--- src/rtl/rxt_pkg.sv ---
package rxt_pkg;
  localparam int NUM_TALLY = 3;
  typedef enum logic [1:0] {
    SEL_CRC   = 2'd0,
    SEL_ALIGN = 2'd1,
    SEL_MISS  = 2'd2,
    SEL_NONE  = 2'd3
  } tally_sel_e;
endpackage

--- src/rtl/tally_qualify.sv ---
module tally_qualify (
  input  logic       clk,
  input  logic       rst_n,
  input  logic       rx_disabled,
  input  logic       pkt_accept,
  input  logic       crc_err,
  input  logic       align_err,
  input  logic       pkt_end,
  input  logic       no_rsrc,
  input  logic       fifo_ovr,
  input  logic       pkt_valid,
  output logic [2:0] inc
);
  logic crc_hit, align_hit, miss_hit, lost_cond;

  // a CRC fault is hidden by an alignment fault on the same frame
  assign crc_hit   = pkt_accept & crc_err & ~align_err;
  assign align_hit = pkt_accept & align_err;
  assign lost_cond = no_rsrc | fifo_ovr | (pkt_valid & rx_disabled);
  // a single reduced term gives one increment per frame however many causes hold
  assign miss_hit  = pkt_end & lost_cond;

  assign inc = {miss_hit, align_hit, crc_hit};

  AST_CRC_NOT_WITH_ALIGN: assert property (@(posedge clk) disable iff (!rst_n)
    inc[0] |-> !align_err && pkt_accept);
  AST_EVENT_NEEDS_ACCEPT: assert property (@(posedge clk) disable iff (!rst_n)
    !pkt_accept |-> !inc[0] && !inc[1]);
  AST_MISS_NEEDS_END: assert property (@(posedge clk) disable iff (!rst_n)
    !pkt_end |-> !inc[2]);
endmodule

--- src/rtl/tally_cell.sv ---
module tally_cell #(
  parameter int CNT_W = 16
) (
  input  logic             clk,
  input  logic             rst_n,
  input  logic             sw_rst,
  input  logic             inc,
  input  logic             wr_en,
  input  logic [CNT_W-1:0] wr_data,
  input  logic             ack,
  output logic [CNT_W-1:0] count,
  output logic             wrap_flag,
  output logic             wrap_evt
);
  function automatic logic [CNT_W-1:0] tally_store(input logic [CNT_W-1:0] d);
    return ~d;
  endfunction

  function automatic logic [CNT_W-1:0] tally_next(input logic [CNT_W-1:0] c);
    return c + {{(CNT_W-1){1'b0}}, 1'b1};
  endfunction

  function automatic logic tally_wraps(input logic [CNT_W-1:0] c);
    return &c;
  endfunction

  logic [CNT_W-1:0] count_q;
  logic             flag_q;
  logic             bump;

  // a write takes priority over an increment; the software hold freezes counting only
  assign bump     = inc & ~sw_rst & ~wr_en;
  assign wrap_evt = bump & tally_wraps(count_q);

  // no reset term: the count survives both kinds of reset
  always_ff @(posedge clk) begin
    if (wr_en)     count_q <= tally_store(wr_data);
    else if (bump) count_q <= tally_next(count_q);
  end

  always_ff @(posedge clk or negedge rst_n) begin
    if (!rst_n)        flag_q <= 1'b0;
    else if (wrap_evt) flag_q <= 1'b1;
    else if (ack)      flag_q <= 1'b0;
  end

  assign count     = count_q;
  assign wrap_flag = flag_q;

  AST_WRITE_INVERTS: assert property (@(posedge clk) disable iff (!rst_n)
    wr_en |=> count_q == ~$past(wr_data));
  AST_HOLD_FREEZES: assert property (@(posedge clk) disable iff (!rst_n)
    (sw_rst && !wr_en) |=> $stable(count_q));
  AST_STEP_BY_ONE: assert property (@(posedge clk) disable iff (!rst_n)
    (inc && !wr_en && !sw_rst) |=> count_q == $past(count_q) + 1'b1);
  AST_WRAP_SETS_FLAG: assert property (@(posedge clk) disable iff (!rst_n)
    (inc && !wr_en && !sw_rst && (&count_q)) |=> flag_q && count_q == '0);
  AST_ACK_CLEARS: assert property (@(posedge clk) disable iff (!rst_n)
    (ack && !wrap_evt) |=> !flag_q);
endmodule

--- src/rtl/rx_err_tally.sv ---
module rx_err_tally #(
  parameter int CNT_W = 16
) (
  input  logic             clk,
  input  logic             rst_n,
  input  logic             sw_rst,
  input  logic             rx_disabled,
  input  logic             pkt_accept,
  input  logic             crc_err,
  input  logic             align_err,
  input  logic             pkt_end,
  input  logic             no_rsrc,
  input  logic             fifo_ovr,
  input  logic             pkt_valid,
  input  logic             host_wr,
  input  logic [1:0]       host_sel,
  input  logic [CNT_W-1:0] host_wdata,
  input  logic [2:0]       irq_mask,
  input  logic [2:0]       irq_ack,
  output logic [CNT_W-1:0] crc_count,
  output logic [CNT_W-1:0] align_count,
  output logic [CNT_W-1:0] miss_count,
  output logic [2:0]       irq_req
);
  import rxt_pkg::*;

  localparam int NT = NUM_TALLY;

  logic [NT-1:0]    inc;
  logic [NT-1:0]    wr_hit;
  logic [NT-1:0]    flags;
  logic [NT-1:0]    wraps;
  logic [CNT_W-1:0] cnt [NT];

  tally_qualify u_qual (
    .clk         (clk),
    .rst_n       (rst_n),
    .rx_disabled (rx_disabled),
    .pkt_accept  (pkt_accept),
    .crc_err     (crc_err),
    .align_err   (align_err),
    .pkt_end     (pkt_end),
    .no_rsrc     (no_rsrc),
    .fifo_ovr    (fifo_ovr),
    .pkt_valid   (pkt_valid),
    .inc         (inc)
  );

  for (genvar k = 0; k < NT; k++) begin : g_cell
    assign wr_hit[k] = host_wr && (host_sel == 2'(k));
    tally_cell #(.CNT_W(CNT_W)) u_cell (
      .clk       (clk),
      .rst_n     (rst_n),
      .sw_rst    (sw_rst),
      .inc       (inc[k]),
      .wr_en     (wr_hit[k]),
      .wr_data   (host_wdata),
      .ack       (irq_ack[k]),
      .count     (cnt[k]),
      .wrap_flag (flags[k]),
      .wrap_evt  (wraps[k])
    );
  end

  assign crc_count   = cnt[SEL_CRC];
  assign align_count = cnt[SEL_ALIGN];
  assign miss_count  = cnt[SEL_MISS];
  assign irq_req     = flags & irq_mask;

  AST_NONE_SEL_NO_WRITE: assert property (@(posedge clk) disable iff (!rst_n)
    (host_sel == SEL_NONE) |-> wr_hit == '0);
  AST_WRITE_ONEHOT: assert property (@(posedge clk) disable iff (!rst_n)
    $onehot0(wr_hit));
  AST_IRQ_FROM_WRAP: assert property (@(posedge clk) disable iff (!rst_n)
    $rose(flags[0]) |-> $past(wraps[0]));
endmodule

--- config.mk ---
export PLATFORM = sky130hd
export DESIGN_NAME = rx_err_tally
export DESIGN_NICKNAME = d
export VERILOG_FILES = /design/src/rtl/rxt_pkg.sv /design/src/rtl/tally_qualify.sv /design/src/rtl/tally_cell.sv /design/src/rtl/rx_err_tally.sv
export SDC_FILE = /design/constraint.sdc
export NUM_CORES = 1
export LEC_CHECK = 0
export ABC_CLOCK_PERIOD_IN_PS = 3100
export BUFFER_PORTS_ARGS = -buffer_cell sky130_fd_sc_hd__buf_4
export CORE_UTILIZATION = 38
export CTS_CLUSTER_SIZE = 8
export DETAILED_ROUTE_END_ITERATION = 8
export SYNTH_ARGS = -nofsm -noshare
export SYNTH_HDL_FRONTEND = slang
export SYNTH_HIERARCHICAL = 1
export SYNTH_SLANG_ARGS = --single-unit
--- constraint.sdc ---
create_clock -name clk -period 3.1 [get_ports clk]
set_input_delay 0.31 -clock clk [delete_from_list [all_inputs] [get_ports clk]]
set_output_delay 0.31 -clock clk [all_outputs]
set_load 0.1 [all_outputs]
### Word-level counts from Yosys, hierarchy flattened

Cells that the tools add are included.

* $add $sub $neg: 3
* equality and inequality tests: 2
* muxes and demuxes: 12
* bitwise logic cells: 23
* reductions and logical operators: 13

Operators by type and width (count)
* two-way mux 16 bit: 6
* adder 16 x 1 -> 16 bit (second input constant): 3
* AND reduction 16 bit: 3
* NOT 16 bit: 1
* bitwise AND 1 bit: 14
* nonzero test 2 bit: 6
* two-way mux 1 bit: 6
* NOT 1 bit: 5
* bitwise AND 3 bit: 1
* logical AND 1 bit: 3
* == test 2 x 1 -> 1 bit (second input constant): 1
* == test 2 bit (second input constant): 1
* logical NOT 2 bit: 1
* bitwise OR 1 bit: 2

* bits in registers: 51
* output and inout bits: 51
* logic and storage cells: 59

### Depth between registers and ports, before layout

* depth in word-level cells: 7
* gate-level depth with buffers: 6
* depth with buffers taken out: 5

### Cells and area by module

Netlist, hierarchy kept.

Modules (own cells, without submodules)
* tally_cell: times used 3, cells an instance 86, area an instance 1013.5 sq um, seq. area each 505.5 sq um
* tally_qualify: times used 1, cells an instance 8, area an instance 50.0 sq um, seq. area each 0.0 sq um
* rx_err_tally: times used 1, cells an instance 6, area an instance 48.8 sq um, seq. area each 0.0 sq um

### Worst setup path after synthesis

OpenSTA, ideal clock, no wires.

* kind: reg2reg
* start point: register g_cell[1].u_cell.count_q[0]
* end point: register g_cell[1].u_cell.count_q[14] (data pin)
* arrival time: 2.081 ns
* required time: 2.829 ns
* slack: 0.748 ns
* cell stages (with the launch flop): 6
* path buffers: 0
* clock period less this slack: 2.352 ns
* cell sequence: edfxtp_1 -> ha_1 -> nand3_1 -> nor4_2 -> xnor2_1 -> mux2i_1

* word-level cells in the longest chain between the ends: 3

Ends and longest elaborated chain
* from (decl): line tally_cell.sv:27 `logic [CNT_W-1:0] count_q;`
* from (signal assigned): line tally_cell.sv:37 `if (wr_en) count_q <= tally_store(wr_data);`
* from (signal assigned): line tally_cell.sv:38 `else if (bump) count_q <= tally_next(count_q);`
* adder 16 x 1 -> 16 bit: line tally_cell.sv:20 `return c + {{(CNT_W-1){1'b0}}, 1'b1};`
* two-way mux 16 bit: line tally_cell.sv:38
* two-way mux 16 bit: line tally_cell.sv:37

No other way between the ends. The select of a mux whose other input is x is not followed.
A chain may end at the register's enable or synchronous reset.

### Worst setup path in the final report

* start point: register g_cell[2].u_cell.count_q[0]
* end point: register g_cell[2].u_cell.count_q[14] (data pin)

* word-level cells in the longest chain between the ends: 3

Ends and longest elaborated chain (line)
* from (decl): tally_cell.sv:27
* from (signal assigned): tally_cell.sv:37
* from (signal assigned): tally_cell.sv:38
* adder 16 x 1 -> 16 bit: tally_cell.sv:20
* two-way mux 16 bit: tally_cell.sv:38
* two-way mux 16 bit: tally_cell.sv:37

No other way between the ends. The select of a mux whose other input is x is not followed.

==> metrics <==
top_reg_cell synth edfxtp_1; Max stage delay cell, worst path edfxtp_1; NumNets Final 399; global-route wire length before repair 11.5 mm; data required time of the critical path 3.15 ns; post-synthesis cell type count 26; Final period util 58.3%; total detailed-routing wirelength 7.42 mm; fillcell total 734; combined flip-flop and latch cell area 0.00152 mm2; initial antenna violation count 0; Worst R2R Path Depth 5; CTS max path bufs 2; Highest Clock Rate 553 MHz; area used by multi-input combinational logic 0.00151 mm2; ANT nets after route 0; number of max-slew violations in the final report 0; Remaining DRCs 0; number of port buffers 86; Final setup violation count 0; synthesized netlist net count 311; worst-case setup margin in the final layout 1.29 ns; run status finished clean; Core ar. 0.00785 mm2; hold crit path type input port to register; hpwl dp 5.58 mm; most frequent standard cell in the layout excluding fill and tap cells buf_4; initial DRC count 103; TritonCTS clock tree done; y dimension of the die 92.9 um; number of hold violations in the final report 0; fraction of layout cells with a size suffix above 1 30.7%; WHS 0.275 ns; chip width 92.9 um; sinks on the clock net 51; Total Routing Usage GR 17.6%; length of the first detailed-routing pass in iterations 4; gpl congestion 0.751; Critical Path Sink g_cell[2].u_cell/count[14]; Die Footprint 0.00863 mm2; Setup CP Type register to register; Reg2Reg Launch Point g_cell[2].u_cell/count[0]; Synth Area per Inst 11.5 um2; critical path startpoint g_cell[2].u_cell/count[0]; total via count in the routed design 2310; worst relative slew slack 54.7%; Mapped Cells 272; number of global-route vias before repair 2194; total I/O pin count 87; clock slew at the register clock pins of the worst setup and hold paths 0.09 ns; number of warning messages in the yosys log 6; Non-Filler Instances 463; worst reg2reg endpoint g_cell[2].u_cell/count[14]; Synth Register Bits 51; Worst-Margin Slew 0.680 ns; startpoint types register; pre-CTS worst setup slack 1.17 ns; setup repair bufs after CTS 0; element type at the critical path end register; leak pwr 1.50 nW; Critical Path, Cell by Cell ha_1, nand3_1, nor4_2, xnor2_1, mux2i_1; largest net degree at the start of global routing 22; H-tree depth 2; total clock buffers created by CTS 5; final setup TNS 0 ns; Peak supply drop 254 uV; CP Data Arrival Time 1.86 ns; CTS Root Buffer Type clkbuf_8; Cells after DPL 454; insertion delay of the later-clocked pin in the worst-skew pair 0.30 ns; ant diodes 0; post-synth design cell area 0.00314 mm2; vias per cell 4.99; RSZ-0062 raised after global routing false; most frequent cells in the layout buf_4 (89), edfxtp_1 (48), xnor2_1 (39), mux2i_1 (39), nor2_1 (25); Slowest Stage Delay on Critical Path 0.45 ns; Max Cap Viol 0; signed area change from the synthesized netlist to the final layout 26.9%; shortest clock period the worst path allows after layout 1.81 ns; total global routing overflow 0; share of synthesized registers carrying an async set or reset 5.88%; post-detailed-route wirelength per cell 16.0 um; number of flops mapped to enable cells by yosys 48; initial cell density of the core 40.0%; Max Clock Skew 0.00827 ns; ratio of total power to cell area 441 mW/mm2; worst-path fanout max 6; worst reg-to-reg setup slack 1.29 ns; num rows 32; sequential-to-total area share from yosys stat 48.3%
## cell type report
class                      instances  area share [%]
inverter                          18            1.70
timing repair buffer              90            17.0
clock inverter                     1           0.126
clock buffer                       7            1.92
tap                              102            3.20
multi-input combinational        194            38.0
sequential                        51            38.1
## cells in the mapped netlist, drive strengths merged (2+ instances only)
| library cell | n | area share [%] |
|---|---|---|
| a21o | 6 | 1.4 |
| a21oi | 9 | 1.4 |
| and2 | 4 | 0.80 |
| and3 | 3 | 0.60 |
| and3b | 2 | 0.56 |
| buf | 6 | 1.2 |
| clkbuf | 3 | 0.36 |
| dfrtp | 3 | 2.4 |
| edfxtp | 48 | 46 |
| ha | 3 | 1.2 |
| inv | 18 | 2.2 |
| mux2i | 39 | 12 |
| nand2 | 10 | 1.2 |
| nand3 | 15 | 2.4 |
| nand4 | 9 | 3.2 |
| nor2 | 25 | 3.0 |
| nor3 | 9 | 1.4 |
| nor4 | 12 | 4.8 |
| nor4bb | 3 | 0.96 |
| xnor2 | 39 | 11 |
| xor2 | 3 | 0.84 |
## routing by layer
| layer | routed length (um) | vias to the layer above | track usage, % |
|---|---|---|---|
| li1 | - | 1155 | - |
| met1 | 3410 | 1073 | 23.9 |
| met2 | 3500 | 78 | 28.9 |
| met3 | 451 | 4 | 3.78 |
| met4 | 52 | 0 | 3.46 |
| met5 | 0 | - | 0 |
## state kept, by name (all words and copies together), names as in the netlist
register	cells
g_cell.u_cell/count	48
g_cell.u_cell/wrap_flag	3
## per-stage QoR
stage               power, mW  area (um2)  utilization (%)
floorplan                1.26        3140                -
detailed placement       1.40        3890             49.6
global placement         1.39        3890             49.6
CTS                      1.77        3980             50.8
global route             1.83        3980             50.8
finish                   1.76        3980             50.8
## cells by family after synthesis
group                    Yosys count  synth area share [%]
AO/OA/AOI/OAI                     16                  3.11
XOR/XNOR                          42                  11.7
adder cells (fa/ha/maj)            3                  1.20
buffers and inverters             27                  3.71
flip-flops                        51                  48.3
multiplexers                      39                  12.4
AND/OR/NAND/NOR                   94                  19.5
## worst min-delay path by stage
stage                from                    endpoint  depth (start not counted)
6_report       irq_ack[1]  g_cell[1].u_cell/wrap_flag                          3
5_1_grt        irq_ack[1]  g_cell[1].u_cell/wrap_flag                          3
4_1_cts        irq_ack[1]  g_cell[1].u_cell/wrap_flag                          3
3_5_place_dp        rst_n  g_cell[1].u_cell/wrap_flag                          1
3_3_place_gp        rst_n  g_cell[1].u_cell/wrap_flag                          1
2_1_floorplan       rst_n  g_cell[0].u_cell/wrap_flag                          0
## critical path, delay by kind of cell (launching register included)
family        cells  cell delay [ns]
flops             1             0.45
simple gates      2             0.67
fa+ha+maj         1             0.21
xor+xnor          1             0.15
mux               1             0.08
## power by group
group	internal, mW	switching [mW]	leakage (nW)
combinational	0.140	0.377	0.964
sequential	0.809	0.0536	0.491
clock	0.159	0.217	0.0422
total	1.11	0.647	1.50
## what timing repair did
action | CTS | global route
gates resized for setup | 0 | 0
hold buffers | 1 | 0
hold endpoints to repair | 3 | 0
Note: power is estimated with default switching activity, not from simulation.
